<file path="src/rtl/pkr_pkg.sv">
package pkr_pkg;

  typedef enum logic {
    SEL_O1 = 1'b0,
    SEL_O2 = 1'b1
  } osel_e;

  // destination bit set -> output 1, clear -> output 2
  function automatic osel_e pick_out(input logic dest_bit);
    return dest_bit ? SEL_O1 : SEL_O2;
  endfunction

endpackage

</file>
<file path="src/rtl/pkr_fifo.sv">
module pkr_fifo #(
  parameter int W     = 16,
  parameter int DEPTH = 4
) (
  input  logic         clk,
  input  logic         rst_n,
  input  logic         push,
  input  logic [W-1:0] push_data,
  output logic         full,
  output logic         out_vld,
  output logic [W-1:0] out_data,
  input  logic         out_rdy
);

  localparam int AW = (DEPTH > 1) ? $clog2(DEPTH) : 1;
  localparam int CW = $clog2(DEPTH + 1);
  localparam logic [AW-1:0] LAST = AW'(DEPTH - 1);
  localparam logic [CW-1:0] CAP  = CW'(DEPTH);

  logic [W-1:0]  mem [DEPTH];
  logic [AW-1:0] wp_q, wp_d, rp_q, rp_d;
  logic [CW-1:0] cnt_q, cnt_d;
  logic          wr_en, rd_en;

  assign full     = (cnt_q == CAP);
  assign out_vld  = (cnt_q != '0);
  assign out_data = mem[rp_q];
  assign wr_en    = push && !full;
  assign rd_en    = out_vld && out_rdy;

  always_comb begin
    wp_d  = wp_q;
    rp_d  = rp_q;
    cnt_d = cnt_q;
    if (wr_en) wp_d = (wp_q == LAST) ? '0 : wp_q + AW'(1);
    if (rd_en) rp_d = (rp_q == LAST) ? '0 : rp_q + AW'(1);
    cnt_d = cnt_q + CW'(wr_en) - CW'(rd_en);
  end

  always_ff @(posedge clk or negedge rst_n) begin
    if (!rst_n) begin
      wp_q  <= '0;
      rp_q  <= '0;
      cnt_q <= '0;
    end else begin
      if (wr_en) wp_q <= wp_d;
      if (rd_en) rp_q <= rp_d;
      if (wr_en || rd_en) cnt_q <= cnt_d;
    end
  end

  always_ff @(posedge clk) begin
    if (wr_en) mem[wp_q] <= push_data;
  end

  // the router never writes a full queue
  a_r7_no_overflow: assert property (@(posedge clk) disable iff (!rst_n)
    push |-> !full);

  // stalled head is held
  a_r9_hold_head: assert property (@(posedge clk) disable iff (!rst_n)
    (out_vld && !out_rdy) |=> (out_vld && $stable(out_data)));

endmodule

</file>
<file path="src/rtl/pkr_arb.sv">
module pkr_arb
  import pkr_pkg::*;
(
  input  logic       a_vld,
  input  osel_e      a_sel,
  input  logic       b_vld,
  input  osel_e      b_sel,
  input  logic [1:0] room,
  output logic       a_go,
  output logic       b_go
);

  logic a_room, b_room, clash;

  always_comb begin
    a_room = (a_sel == SEL_O1) ? room[0] : room[1];
    b_room = (b_sel == SEL_O1) ? room[0] : room[1];
    clash  = a_vld && (a_sel == b_sel);
    a_go   = a_vld && a_room;
    b_go   = b_vld && b_room && !clash;
  end

endmodule

</file>
<file path="src/rtl/pkr_hits.sv">
module pkr_hits #(
  parameter int CW = 16
) (
  input  logic          clk,
  input  logic          rst_n,
  input  logic          inc0,
  input  logic          inc1,
  output logic [CW-1:0] count
);

  logic [CW-1:0] cnt_d;
  logic          cnt_en;

  assign cnt_en = inc0 || inc1;

  always_comb begin
    cnt_d = count + CW'(inc0) + CW'(inc1);
  end

  always_ff @(posedge clk or negedge rst_n) begin
    if (!rst_n) count <= '0;
    else if (cnt_en) count <= cnt_d;
  end

  // no increment request, no change
  a_r8_hold_idle: assert property (@(posedge clk) disable iff (!rst_n)
    !cnt_en |=> $stable(count));

endmodule

</file>
<file path="src/rtl/pkr_router.sv">
module pkr_router
  import pkr_pkg::*;
#(
  parameter int PKT_W   = 16,
  parameter int DEPTH   = 4,
  parameter int CNT_W   = 16,
  parameter int DST_BIT = 0,
  parameter int HIT_BIT = 1
) (
  input  logic             clk,
  input  logic             rst_n,
  input  logic             a_valid,
  input  logic [PKT_W-1:0] a_data,
  output logic             a_ready,
  input  logic             b_valid,
  input  logic [PKT_W-1:0] b_data,
  output logic             b_ready,
  output logic             o1_valid,
  output logic [PKT_W-1:0] o1_data,
  input  logic             o1_ready,
  output logic             o2_valid,
  output logic [PKT_W-1:0] o2_data,
  input  logic             o2_ready,
  output logic [CNT_W-1:0] hit_count
);

  localparam int NOUT = 2;

  // reset: asserted asynchronously, released on the clock
  logic [1:0] rst_pipe;
  logic       rst_q;

  always_ff @(posedge clk or negedge rst_n) begin
    if (!rst_n) rst_pipe <= 2'b00;
    else        rst_pipe <= {rst_pipe[0], 1'b1};
  end
  assign rst_q = rst_pipe[1];

  osel_e             a_sel, b_sel;
  logic [NOUT-1:0]   full_w, room, push_w, vld_w, rdy_w;
  logic [PKT_W-1:0]  pdata [NOUT];
  logic [PKT_W-1:0]  odata [NOUT];
  logic              a_go, b_go;

  assign a_sel = pick_out(a_data[DST_BIT]);
  assign b_sel = pick_out(b_data[DST_BIT]);
  assign room  = ~full_w & {NOUT{rst_q}};
  assign rdy_w = {o2_ready, o1_ready};

  pkr_arb u_arb (
    .a_vld (a_valid),
    .a_sel (a_sel),
    .b_vld (b_valid),
    .b_sel (b_sel),
    .room  (room),
    .a_go  (a_go),
    .b_go  (b_go)
  );

  assign a_ready = a_go;
  assign b_ready = b_go;

  for (genvar g = 0; g < NOUT; g++) begin : g_out
    localparam osel_e MY_SEL = (g == 0) ? SEL_O1 : SEL_O2;
    logic a_here, b_here;

    assign a_here   = a_go && (a_sel == MY_SEL);
    assign b_here   = b_go && (b_sel == MY_SEL);
    assign push_w[g] = a_here || b_here;
    assign pdata[g]  = a_here ? a_data : b_data;

    pkr_fifo #(.W(PKT_W), .DEPTH(DEPTH)) u_fifo (
      .clk       (clk),
      .rst_n     (rst_q),
      .push      (push_w[g]),
      .push_data (pdata[g]),
      .full      (full_w[g]),
      .out_vld   (vld_w[g]),
      .out_data  (odata[g]),
      .out_rdy   (rdy_w[g])
    );
  end

  assign o1_valid = vld_w[0];
  assign o1_data  = odata[0];
  assign o2_valid = vld_w[1];
  assign o2_data  = odata[1];

  pkr_hits #(.CW(CNT_W)) u_hits (
    .clk   (clk),
    .rst_n (rst_q),
    .inc0  (a_go && a_data[HIT_BIT]),
    .inc1  (b_go && b_data[HIT_BIT]),
    .count (hit_count)
  );

  // B loses a shared target to A
  a_r4_b_yields: assert property (@(posedge clk) disable iff (!rst_q)
    (a_valid && b_valid && (a_sel == b_sel)) |-> !b_ready);

  // two grants in one cycle never meet at one output
  a_r5_split_targets: assert property (@(posedge clk) disable iff (!rst_q)
    (a_ready && b_ready) |-> (a_sel != b_sel));

  // an accepted packet shows up at its output next cycle
  a_r3_lands_o1: assert property (@(posedge clk) disable iff (!rst_q)
    ((a_ready && a_sel == SEL_O1) || (b_ready && b_sel == SEL_O1)) |=> o1_valid);

  a_r3_lands_o2: assert property (@(posedge clk) disable iff (!rst_q)
    ((a_ready && a_sel == SEL_O2) || (b_ready && b_sel == SEL_O2)) |=> o2_valid);

  // nothing accepted until reset is released internally
  a_r1_quiet_reset: assert property (@(posedge clk)
    !rst_q |-> (!a_ready && !b_ready));

endmodule

</file>
<file path="config.mk">
export PLATFORM = sky130hd
export DESIGN_NAME = pkr_router
export DESIGN_NICKNAME = d
export VERILOG_FILES = /design/src/rtl/pkr_pkg.sv /design/src/rtl/pkr_fifo.sv /design/src/rtl/pkr_arb.sv /design/src/rtl/pkr_hits.sv /design/src/rtl/pkr_router.sv
export SDC_FILE = /design/constraint.sdc
export NUM_CORES = 1
export LEC_CHECK = 0
export CAP_MARGIN = 20
export CORE_UTILIZATION = 50
export CTS_CLUSTER_DIAMETER = 40
export DETAILED_ROUTE_END_ITERATION = 6
export GPL_TIMING_DRIVEN = 0
export PLACE_DENSITY = 0.81
export REMOVE_ABC_BUFFERS = 1
export SYNTH_ARGS = -nofsm -noshare
export SYNTH_HDL_FRONTEND = slang
export SYNTH_SLANG_ARGS = --single-unit
</file>
<file path="constraint.sdc">
create_clock -name clk -period 2 [get_ports clk]
set_input_delay 0.2 -clock clk [delete_from_list [all_inputs] [get_ports clk]]
set_output_delay 0.2 -clock clk [all_outputs]
set_load 0.05 [all_outputs]
</file>
---- Yosys cells after proc, flatten, opt, wreduce, memory -nomap -nowiden ----
Memories as Yosys holds them, arrays and structs flattened.
Cells that the tools add are included.
word-level totals
  flip-flop bits (word level) ............. 32
  RAM bits ................................ 128
  input bits .............................. 38
  output and inout port bits .............. 52
  memories kept ........................... 2
memory list
  memory               depth  bits a word  rd ports  clocked after memory_dff  write ports  line            source
  g_out[0].u_fifo.mem  4      16           1         0                         1            pkr_fifo.sv:20  logic [W-1:0] mem [DEPTH];
  g_out[1].u_fifo.mem  4      16           1         0                         1            pkr_fifo.sv:20
operators by class
  $add $sub $neg .......................... 10
  eq/ne operators ......................... 7
  muxes and demuxes ....................... 14
  bitwise logic cells ..................... 2
  reductions and logical operators ........ 24
operators by type and width
  kind                                         count
  adder 16 x 1 -> 16 bit                       2
  two-way mux 16 bit                           2
  logical AND 1 bit                            14
  adder 2 x 1 -> 2 bit, second input constant  4
  == test 2 bit, second input constant         4
  two-way mux 1 bit                            8
  two-way mux 2 bit                            4
  adder 3 x 1 -> 3 bit                         2
  == test 3 bit, second input constant         2
  nonzero test 3 bit                           2
  subtractor 3 x 1 -> 3 bit                    2
  logical OR 1 bit                             5
  zero test 1 bit                              3
  bitwise AND 2 bit                            1
  NOT 2 bit                                    1
  == test 1 bit                                1

---- Logic depth before layout (Yosys ltp) ----
Gate-level depths: netlist of run 1.
  depth after elaboration ................. 11
  mapped depth ............................ 11
  mapped depth without buffers ............ 10

---- Cells and area by module ----
A second synthesis of run 1 with hierarchy kept.
second synthesis, totals
  cells, all modules ...................... 366
  area, all modules ....................... 6,999.2 sq um
by module, submodules not included
  module      times used  cells each  area each (sq um)
  pkr_fifo    2           125         2,842.7
  pkr_hits    1           60          732.0
  pkr_router  1           49          535.5
  pkr_arb     1           7           46.3

---- Least setup slack after synthesis of run 1 ----
Ideal clock, no wire load.
  path type ............................... register -> register
  start point ............................. reg rst_pipe[1]
  end point ............................... reg u_hits.count[5]
  arrival ................................. 3.130 ns
  path slack .............................. -1.272 ns
  stages on the path, launching flop included .. 10
  buffers on the path ..................... 1
  clock period less this slack ............ 3.272 ns
  path through ............................ dfrtp_1 inv_1 or3_1 buf_6 a21oi_4 fa_1 nand3_1 a211oi_2 o211ai_1 xnor2_1
between the ends
  word-level cells in the longest chain between the ends .. 6
ends and longest elaborated chain
  element                                                             line                              source
  start: declaration                                                  pkr_router.sv:30                  logic [1:0] rst_pipe;
  start signal: assignment                                            pkr_router.sv:35                  else rst_pipe <= {rst_pipe[0], 1'b1};
  bitwise AND 2 bit *                                                 pkr_router.sv:47                  assign room = ~full_w & {NOUT{rst_q}};
  two-way mux 1 bit (on tied branches)                                pkr_arb.sv:16, pkr_arb.sv:17
  logical AND 1 bit (on tied branches)                                pkr_arb.sv:19, pkr_arb.sv:20
  logical AND 1 bit (on tied branches)                                pkr_router.sv:92, pkr_arb.sv:20
  adder 16 x 1 -> 16 bit / logical AND 1 bit (equally long branches)  pkr_hits.sv:17, pkr_router.sv:93
  adder 16 x 1 -> 16 bit / logical OR 1 bit (equally long branches)   pkr_hits.sv:17, pkr_hits.sv:14
  end signal: assignment                                              pkr_hits.sv:22                    else if (cnt_en) count <= cnt_d;
  end: declaration                                                    pkr_hits.sv:8                     output logic [CW-1:0] count
Every way passes the cells marked *; elsewhere a longest branch is shown, timed or not.
A chain may end at the register's enable or synchronous reset.

---- Worst setup path after layout of run 1 ----
  start point ............................. reg rst_pipe[1]
  end point ............................... reg u_hits.count[15]
The elaborated chain is that of the path after synthesis.

==> results of run 1 <==
-- placed cells by master (no fill, tap or decap), drive strengths merged, types with 15 or more instances in the layout --
cell,synthesis,routed
edfxtp,128,128
buf,8,84
ha,16,16
clkdlybuf4s50,0,51
dfrtp,32,32
inv,14,15
xnor2,17,17
mux4,32,32
clkbuf,7,18
mux2,35,35
-- kinds of logic after synthesis --
group           after synthesis  synth area share
compound gates               29            0.0341
xor+xnor                     18            0.0230
fa+ha+maj                    19            0.0380
buf+inv                      29            0.0186
flops                       160             0.678
mux                          68             0.165
other cells                   1          0.000547
simple gates                 52            0.0427
-- through the flow --
step	TNS (ns)	total power, µW
6_report	-23.52	12700
5_1_grt	-28.88	13200
4_1_cts	-18.81	12500
3_5_place_dp	-199.80	9090
3_3_place_gp	-377.76	8940
2_1_floorplan	-156.22	7650
-- registers in the layout, summed over array words and instances (netlist names) --
signal              flops
g_out.u_fifo.rp_q       4
u_hits.count           16
rst_pipe                2
g_out.u_fifo.cnt_q      6
g_out.u_fifo.wp_q       4
g_out.u_fifo.mem      128
-- worst max-delay path, stage by stage (launching register included) --
cell and delay [ns]:
sky130_fd_sc_hd__dfrtp_4 0.44, sky130_fd_sc_hd__buf_16 0.12, sky130_fd_sc_hd__clkinvlp_4 0.09, sky130_fd_sc_hd__or4b_4 0.55, sky130_fd_sc_hd__a21oi_4 0.18, sky130_fd_sc_hd__fa_2 0.26, sky130_fd_sc_hd__nand3_4 0.11, sky130_fd_sc_hd__a211oi_4 0.20
sky130_fd_sc_hd__buf_6 0.16, sky130_fd_sc_hd__o211ai_1 0.14, sky130_fd_sc_hd__xnor2_1 0.15
-- worst paths after layout --
check	from	to	cells after the start	slack, ns
max in group asynchronous	rst_pipe[1]	u_hits.count[15]	2	1.35
min in group asynchronous	rst_pipe[1]	g_out[1].u_fifo.wp_q[1]	2	0.40
setup reg to reg	rst_pipe[1]	u_hits.count[15]	10	-0.54
hold / removal	rst_pipe[0]	rst_pipe[1]	0	0.35
hold reg to reg	rst_pipe[0]	rst_pipe[1]	0	0.35
setup / recovery	rst_pipe[1]	u_hits.count[15]	10	-0.54
-- repair_timing --
action	in CTS	in global routing
pin swaps	27	18
hold endpoints to repair	2	0
gates resized for setup	284	37
hold buffers	1	0
setup endpoints to repair	315	289
setup buffers	39	7
gates cloned	3	0
-- layout make-up --
type                    instances  area share
clock buffers                  18      0.0465
clock inverters                14      0.0152
inverters                      14     0.00610
multi-input cells             188       0.255
flip-flops and latches        160       0.505
well taps                     176      0.0239
repair buffers                140       0.148
-- per-layer routing --
layer	global-route usage	wire length, µm	up-vias
li1	-	-	1751
met1	0.281	5970	2055
met2	0.387	7960	171
met3	0.0694	1300	24
met4	0.117	341	2
met5	0	13	-
-- where the power goes --
group          leakage, µW  internal, µW  switching, µW
Clock             0.000273          1830           1300
Combinational      0.00158          2100           2960
Sequential         0.00156          4090            435
==> impl_metrics.prom, run 1 <==
# TYPE chip_impl_metric gauge
chip_impl_info{name="dominantRegCellSynth",value="sky130_fd_sc_hd__edfxtp_1"} 1
chip_impl_metric{name="replace_congestion",unit=""} 0.782
chip_impl_metric{name="drive_gt1_frac",unit=""} 0.431
chip_impl_info{name="run_status",value="complete, but fails checks"} 1
chip_impl_metric{name="fmax",unit="MHz"} 394
chip_impl_metric{name="critical_path_required",unit="ns"} 2.31
chip_impl_metric{name="design.portCount",unit=""} 90
chip_impl_metric{name="netlist_instances",unit=""} 376
chip_impl_metric{name="final_layout_fill_cell_count",unit=""} 804
chip_impl_metric{name="period_needed",unit="ns"} 2.54
chip_impl_metric{name="clk_path_buf_depth",unit=""} 2
chip_impl_metric{name="wl_per_cell",unit="µm"} 21.9
chip_impl_metric{name="hold_viol_final",unit=""} 0
chip_impl_metric{name="synthDominantCellAreaShare",unit=""} 0.561
chip_impl_metric{name="final_design_utilization",unit=""} 0.694
chip_impl_info{name="kind_of_end_point_of_the_critical_path",value="flip-flop"} 1
chip_impl_metric{name="worst_slew_pin_slew",unit="ns"} 0.512
chip_impl_metric{name="total_area_of_multi_input_combinational_cells",unit="µm²"} 2360
chip_impl_metric{name="firstDrtPassIters",unit=""} 4
chip_impl_metric{name="detail_route.wirelength",unit="mm"} 15.6
chip_impl_metric{name="post-dp-hpwl",unit="mm"} 8.75
chip_impl_metric{name="port_buffers",unit=""} 89
chip_impl_metric{name="slew_headroom",unit=""} 0.658
chip_impl_metric{name="yosysWarningCount",unit=""} 0
chip_impl_metric{name="synth.yosys.seq_area_share",unit=""} 0.678
chip_impl_metric{name="cts-htree-levels",unit=""} 4
chip_impl_info{name="cts.root.buffer_cell",value="sky130_fd_sc_hd__clkbuf_16"} 1
chip_impl_metric{name="syn_to_final_growth",unit="%"} 34.7
chip_impl_info{name="library_cell_occupying_the_most_area_in_the_post_synthesis_netlist",value="sky130_fd_sc_hd__edfxtp_1"} 1
chip_impl_metric{name="place_inst",unit=""} 628
chip_impl_metric{name="clock_sinks",unit=""} 160
chip_impl_metric{name="synthesis.area",unit="µm²"} 6850
chip_impl_metric{name="route.detailed.drc",unit=""} 0
chip_impl_metric{name="rows",unit=""} 42
chip_impl_metric{name="grt_antenna_before_repair",unit=""} 1
chip_impl_metric{name="number_of_global_route_vias_before_repair",unit=""} 4369
chip_impl_metric{name="maxSlewViolCount",unit=""} 0
chip_impl_metric{name="power.density",unit="nW/µm²"} 1380
chip_impl_metric{name="floorplan.die.height",unit="µm"} 119
chip_impl_metric{name="synth_cell_type_count",unit=""} 40
chip_impl_metric{name="irDropWorstVdd",unit="mV"} 0.921
chip_impl_info{name="failed_checks",value="negative setup slack"} 1
chip_impl_metric{name="drt-initial-drc-count",unit=""} 254
chip_impl_metric{name="worst_slack",unit="ns"} -0.535
chip_impl_metric{name="asyncSetResetFlopFracSynth",unit=""} 0.200
chip_impl_metric{name="die_x",unit="µm"} 119
chip_impl_metric{name="initial_core_utilization",unit=""} 0.515
chip_impl_metric{name="antenna_left",unit=""} 0
chip_impl_metric{name="post_layout_nonfiller_instances",unit=""} 710
chip_impl_info{name="synthTopCellsByArea",value="sky130_fd_sc_hd__edfxtp_1, sky130_fd_sc_hd__dfrtp_1, sky130_fd_sc_hd__mux4_2"} 1
chip_impl_metric{name="worstPathMaxFanout",unit=""} 7
chip_impl_metric{name="fin_crit_sh",unit=""} 1.27
chip_impl_metric{name="clkTransAtPathRegs",unit="ns"} 0.06
chip_impl_metric{name="maxCapViolCount",unit=""} 0
chip_impl_metric{name="minimum_setup_slack_after_placement",unit="ns"} -1.80
chip_impl_metric{name="placed_cell_area",unit="µm²"} 7930
chip_impl_metric{name="fin_area",unit="µm²"} 9230
chip_impl_info{name="post-synth-top-count-cell",value="sky130_fd_sc_hd__edfxtp_1"} 1
chip_impl_metric{name="worstSkewPairLatency",unit="ns"} 0.43
chip_impl_metric{name="cts_inserted_buffers",unit=""} 17
chip_impl_metric{name="post_synth.cell_area_avg",unit="µm²"} 18.2
chip_impl_metric{name="synth.ff_latch_count",unit=""} 160
chip_impl_metric{name="overflow_left_after_global_routing",unit=""} 0
chip_impl_metric{name="fin_worst_skew",unit="ns"} 0.00814
chip_impl_metric{name="synth-edff-count",unit=""} 128
chip_impl_metric{name="critical_path_arrival",unit="ns"} 2.84
chip_impl_metric{name="nets",unit=""} 578
chip_impl_metric{name="final.hold.worst_slack",unit="ns"} 0.354
chip_impl_metric{name="routed_via_density",unit=""} 5.64
chip_impl_info{name="cts_tree",value="built"} 1
chip_impl_info{name="setup_repair_after_global_routing_missed_its_margin",value="true"} 1
chip_impl_metric{name="design.die.area",unit="µm²"} 14200
chip_impl_info{name="hold_class",value="flip-flop to flip-flop"} 1
chip_impl_metric{name="insertedDiodeCount",unit=""} 0
chip_impl_info{name="criticalPathCategory",value="flip-flop to flip-flop"} 1
chip_impl_metric{name="gr-usage-all-layers",unit=""} 0.235
chip_impl_info{name="critical_path.startpoint_type",value="flip-flop"} 1
chip_impl_metric{name="placeableCoreArea",unit="µm²"} 13300
chip_impl_info{name="yosys-top-cells-count",value="sky130_fd_sc_hd__edfxtp_1, sky130_fd_sc_hd__mux2_2, sky130_fd_sc_hd__dfrtp_1, sky130_fd_sc_hd__mux4_2, sky130_fd_sc_hd__xnor2_1"} 1
chip_impl_metric{name="global_route_wire_length_before_repair",unit="mm"} 23.8
chip_impl_metric{name="seqCellArea",unit="µm²"} 4660
chip_impl_metric{name="timing.final.setup_violations",unit=""} 118
chip_impl_metric{name="grt_start_max_net_pins",unit=""} 19
chip_impl_metric{name="vias",unit=""} 4003
chip_impl_metric{name="leak",unit="µW"} 0.00341
Note: power is estimated with default switching activity, not from simulation.
==> run 2, diff against run 1 <==
--- a/config.mk
+++ b/config.mk
@@ -5,9 +5,11 @@
 export SDC_FILE = /design/constraint.sdc
 export NUM_CORES = 1
 export LEC_CHECK = 0
+export ABC_CLOCK_PERIOD_IN_PS = 2000
 export CAP_MARGIN = 20
 export CORE_UTILIZATION = 50
 export CTS_CLUSTER_DIAMETER = 40
+export CTS_CLUSTER_SIZE = 20
 export DETAILED_ROUTE_END_ITERATION = 6
 export GPL_TIMING_DRIVEN = 0
 export PLACE_DENSITY = 0.81
==> results of run 2 <==
Same layout as run 1: the final DEF is identical, and so are final timing and power.
==> run 3, diff against run 2 <==
--- a/config.mk
+++ b/config.mk
@@ -14,6 +14,7 @@
 export GPL_TIMING_DRIVEN = 0
 export PLACE_DENSITY = 0.81
 export REMOVE_ABC_BUFFERS = 1
+export SLEW_MARGIN = 30
 export SYNTH_ARGS = -nofsm -noshare
 export SYNTH_HDL_FRONTEND = slang
 export SYNTH_SLANG_ARGS = --single-unit
==> run 3 against run 2 <==
Net effect:
- final area fell by 2.9%
- register-to-register slack improved by 0.19 ns
- the run still ends with negative setup slack left
- clock skew fell by 0.0016 ns
- utilization fell by 2.0 points
==> impl_metrics.prom, run 3 (synthesis gave the netlist of run 1 again) <==
# TYPE chip_impl_metric gauge
chip_impl_info{name="run_status",value="complete, but fails checks"} 1
chip_impl_info{name="failed_checks",value="negative setup slack"} 1
chip_impl_metric{name="die_x",unit="µm"} 119
chip_impl_metric{name="design.die.area",unit="µm²"} 14200
chip_impl_info{name="kind_of_end_point_of_the_critical_path",value="flip-flop"} 1
chip_impl_metric{name="syn_to_final_growth",unit="%"} 30.8
chip_impl_metric{name="irDropWorstVdd",unit="mV"} 0.666
chip_impl_metric{name="overflow_left_after_global_routing",unit=""} 0
chip_impl_info{name="reg_top3",value="g_out.u_fifo.mem x128, u_hits.count x16, g_out.u_fifo.cnt_q x6"} 1
chip_impl_info{name="hold_class",value="flip-flop to asynchronous set/reset pin"} 1
chip_impl_metric{name="number_of_global_route_vias_before_repair",unit=""} 4126
chip_impl_metric{name="global_route_wire_length_before_repair",unit="mm"} 22.4
chip_impl_metric{name="clkTransAtPathRegs",unit="ns"} 0.06
chip_impl_metric{name="maxSlewViolCount",unit=""} 0
chip_impl_metric{name="combinational_power_share",unit=""} 0.388
chip_impl_metric{name="nets",unit=""} 561
chip_impl_metric{name="worst_slew_pin_slew",unit="ns"} 0.584
chip_impl_metric{name="drt-initial-drc-count",unit=""} 212
chip_impl_metric{name="timing.final.setup_violations",unit=""} 34
chip_impl_metric{name="initial_core_utilization",unit=""} 0.515
chip_impl_metric{name="switching_share",unit=""} 0.363
chip_impl_info{name="critical_path.startpoint_type",value="input port"} 1
chip_impl_metric{name="clk_path_buf_depth",unit=""} 2
chip_impl_info{name="top_register",value="g_out.u_fifo.mem"} 1
chip_impl_metric{name="vias",unit=""} 3872
chip_impl_info{name="cts_tree",value="built"} 1
chip_impl_metric{name="post-dp-hpwl",unit="mm"} 8.67
chip_impl_metric{name="critical_path_required",unit="ns"} 2.31
chip_impl_metric{name="placeableCoreArea",unit="µm²"} 13300
chip_impl_metric{name="grt_start_max_net_pins",unit=""} 19
chip_impl_metric{name="detail_route.wirelength",unit="mm"} 14.7
chip_impl_metric{name="rows",unit=""} 42
chip_impl_metric{name="cts_inserted_buffers",unit=""} 17
chip_impl_info{name="criticalPathCategory",value="input port to flip-flop"} 1
chip_impl_metric{name="cts-htree-levels",unit=""} 4
chip_impl_info{name="most-common-layout-cells",value="sky130_fd_sc_hd__edfxtp_1, sky130_fd_sc_hd__clkdlybuf4s50_1, sky130_fd_sc_hd__buf_4"} 1
chip_impl_metric{name="p_total",unit="µW"} 12700
chip_impl_metric{name="drive_gt1_frac",unit=""} 0.402
chip_impl_metric{name="power.density",unit="nW/µm²"} 1410
chip_impl_metric{name="antenna_left",unit=""} 0
chip_impl_metric{name="design.portCount",unit=""} 90
chip_impl_metric{name="timing.reg2reg.setup_slack",unit="ns"} -0.35
chip_impl_metric{name="worst_slack",unit="ns"} -0.402
chip_impl_metric{name="floorplan.die.height",unit="µm"} 119
chip_impl_metric{name="worstSkewPairLatency",unit="ns"} 0.43
chip_impl_info{name="r2r-end",value="u_hits.count[9]"} 1
chip_impl_metric{name="largest_reg_flops",unit=""} 128
chip_impl_metric{name="cell_internal_pwr",unit="µW"} 8080
chip_impl_metric{name="replace_congestion",unit=""} 0.782
chip_impl_metric{name="slew_headroom",unit=""} 0.610
chip_impl_metric{name="hold_viol_final",unit=""} 0
chip_impl_metric{name="route.detailed.drc",unit=""} 0
chip_impl_metric{name="period_needed",unit="ns"} 2.40
chip_impl_metric{name="port_buffers",unit=""} 89
chip_impl_metric{name="gr-usage-all-layers",unit=""} 0.221
chip_impl_metric{name="seq_power_share",unit=""} 0.356
chip_impl_metric{name="fin_worst_skew",unit="ns"} 0.00656
chip_impl_metric{name="leak",unit="µW"} 0.00329
chip_impl_metric{name="routed_via_density",unit=""} 5.59
chip_impl_metric{name="net_switching_power_of_the_design",unit="µW"} 4600
chip_impl_info{name="cts.root.buffer_cell",value="sky130_fd_sc_hd__clkbuf_16"} 1
chip_impl_metric{name="wl_per_cell",unit="µm"} 21.2
chip_impl_metric{name="fmax",unit="MHz"} 416
chip_impl_metric{name="maxCapViolCount",unit=""} 0
chip_impl_metric{name="firstDrtPassIters",unit=""} 4
chip_impl_metric{name="critical_path_arrival",unit="ns"} 2.71
chip_impl_metric{name="worstPathMaxFanout",unit=""} 7
chip_impl_metric{name="clock_sinks",unit=""} 160
chip_impl_info{name="r2r_start",value="g_out[1].u_fifo.cnt_q[2]"} 1
chip_impl_metric{name="minimum_setup_slack_after_placement",unit="ns"} -1.79
chip_impl_metric{name="fin_crit_sh",unit=""} 1.20
chip_impl_metric{name="grt_antenna_before_repair",unit=""} 0
chip_impl_metric{name="worstRegToRegCells",unit=""} 9
chip_impl_info{name="setup_repair_after_global_routing_missed_its_margin",value="true"} 1
chip_impl_info{name="leading_cell_type_in_the_layout_fill_and_taps_excluded",value="sky130_fd_sc_hd__edfxtp_1"} 1
chip_impl_metric{name="insertedDiodeCount",unit=""} 0
chip_impl_metric{name="clock_power_share",unit=""} 0.256
## run 3: changes by cell type in the layout (fill, tap and decap cells not counted), moves of 3 or more
cell and change:
sky130_fd_sc_hd__buf_12 -3, sky130_fd_sc_hd__o21ai_1 -3, sky130_fd_sc_hd__buf_6 -3, sky130_fd_sc_hd__buf_2 -7, sky130_fd_sc_hd__ha_4 -3, sky130_fd_sc_hd__and2_2 +4, sky130_fd_sc_hd__and2_4 -4
## run 3: layer usage
layer	GRT usage	routed length [µm]	vias up
li1	-	-	1719
met1	0.282	6170	1989
met2	0.353	7270	139
met3	0.0656	919	25
met4	0.0918	305	0
met5	0	0	-
## run 3: critical path, cell delays in order
cell	delay [ns]
sky130_fd_sc_hd__clkdlybuf4s50_1	0.52
sky130_fd_sc_hd__nand2b_1	0.28
sky130_fd_sc_hd__or4b_4	0.54
sky130_fd_sc_hd__a21oi_4	0.17
sky130_fd_sc_hd__fa_2	0.27
sky130_fd_sc_hd__nand3_4	0.11
sky130_fd_sc_hd__a211oi_4	0.20
sky130_fd_sc_hd__buf_6	0.16
sky130_fd_sc_hd__o211ai_1	0.11
sky130_fd_sc_hd__xnor2_1	0.15
## run 3: final cells by class
cell class / instances / area, µm²
Sequential cell: 160 / 4660
Fill cell: 854 / 4330
Multi-Input combinational cell: 188 / 2300
Timing Repair Buffer: 123 / 1130
Clock buffer: 18 / 429
Tap cell: 176 / 220
Clock inverter: 14 / 161
Inverter: 14 / 52.6
## run 3: worst max path at each step
stage	start	to	depth (start not counted)
after global routing	g_out[1].u_fifo.cnt_q[2]	u_hits.count[9]	9
after global placement	rst_pipe[1]	u_hits.count[15]	7
final	a_data[0]	u_hits.count[9]	10
after CTS	g_out[1].u_fifo.cnt_q[2]	u_hits.count[9]	9
after detailed placement	rst_pipe[1]	u_hits.count[9]	8
after floorplan	rst_pipe[1]	u_hits.count[5]	7
## run 3: what timing repair did
| action | CTS | global route |
|---|---|---|
| endpoints found under the hold margin | 2 | 0 |
| pin swaps | 24 | 12 |
| resized for setup | 232 | 66 |
| cloned | 1 | 0 |
| hold buffers | 1 | 0 |
| setup endpoints to repair | 315 | 221 |
| buffers inserted | 27 | 7 |
## run 3: metrics by stage
step | cell area [µm²] | TNS [ns] | utilization | instances | hold WS (ns)
after global placement | 7890 | -377.76 | 0.593 | 626 | 0.340
after global routing | 8960 | -9.86 | 0.674 | 693 | 0.273
after CTS | 8740 | -5.78 | 0.657 | 687 | 0.265
final | 8960 | -6.24 | 0.674 | 693 | 0.274
after floorplan | 6780 | -156.22 | - | 361 | -0.0956
after detailed placement | 7900 | -208.67 | 0.594 | 627 | 0.338
## run 3: power by group through the flow
stage / Clock, µW / Sequential [µW] / Combinational [µW]
after floorplan: 0 / 4640 / 3010
after global placement: 0 / 4700 / 4240
after detailed placement: 0 / 4740 / 4340
after CTS: 3280 / 4500 / 4670
after global routing: 3400 / 4570 / 5210
final: 3240 / 4510 / 4920
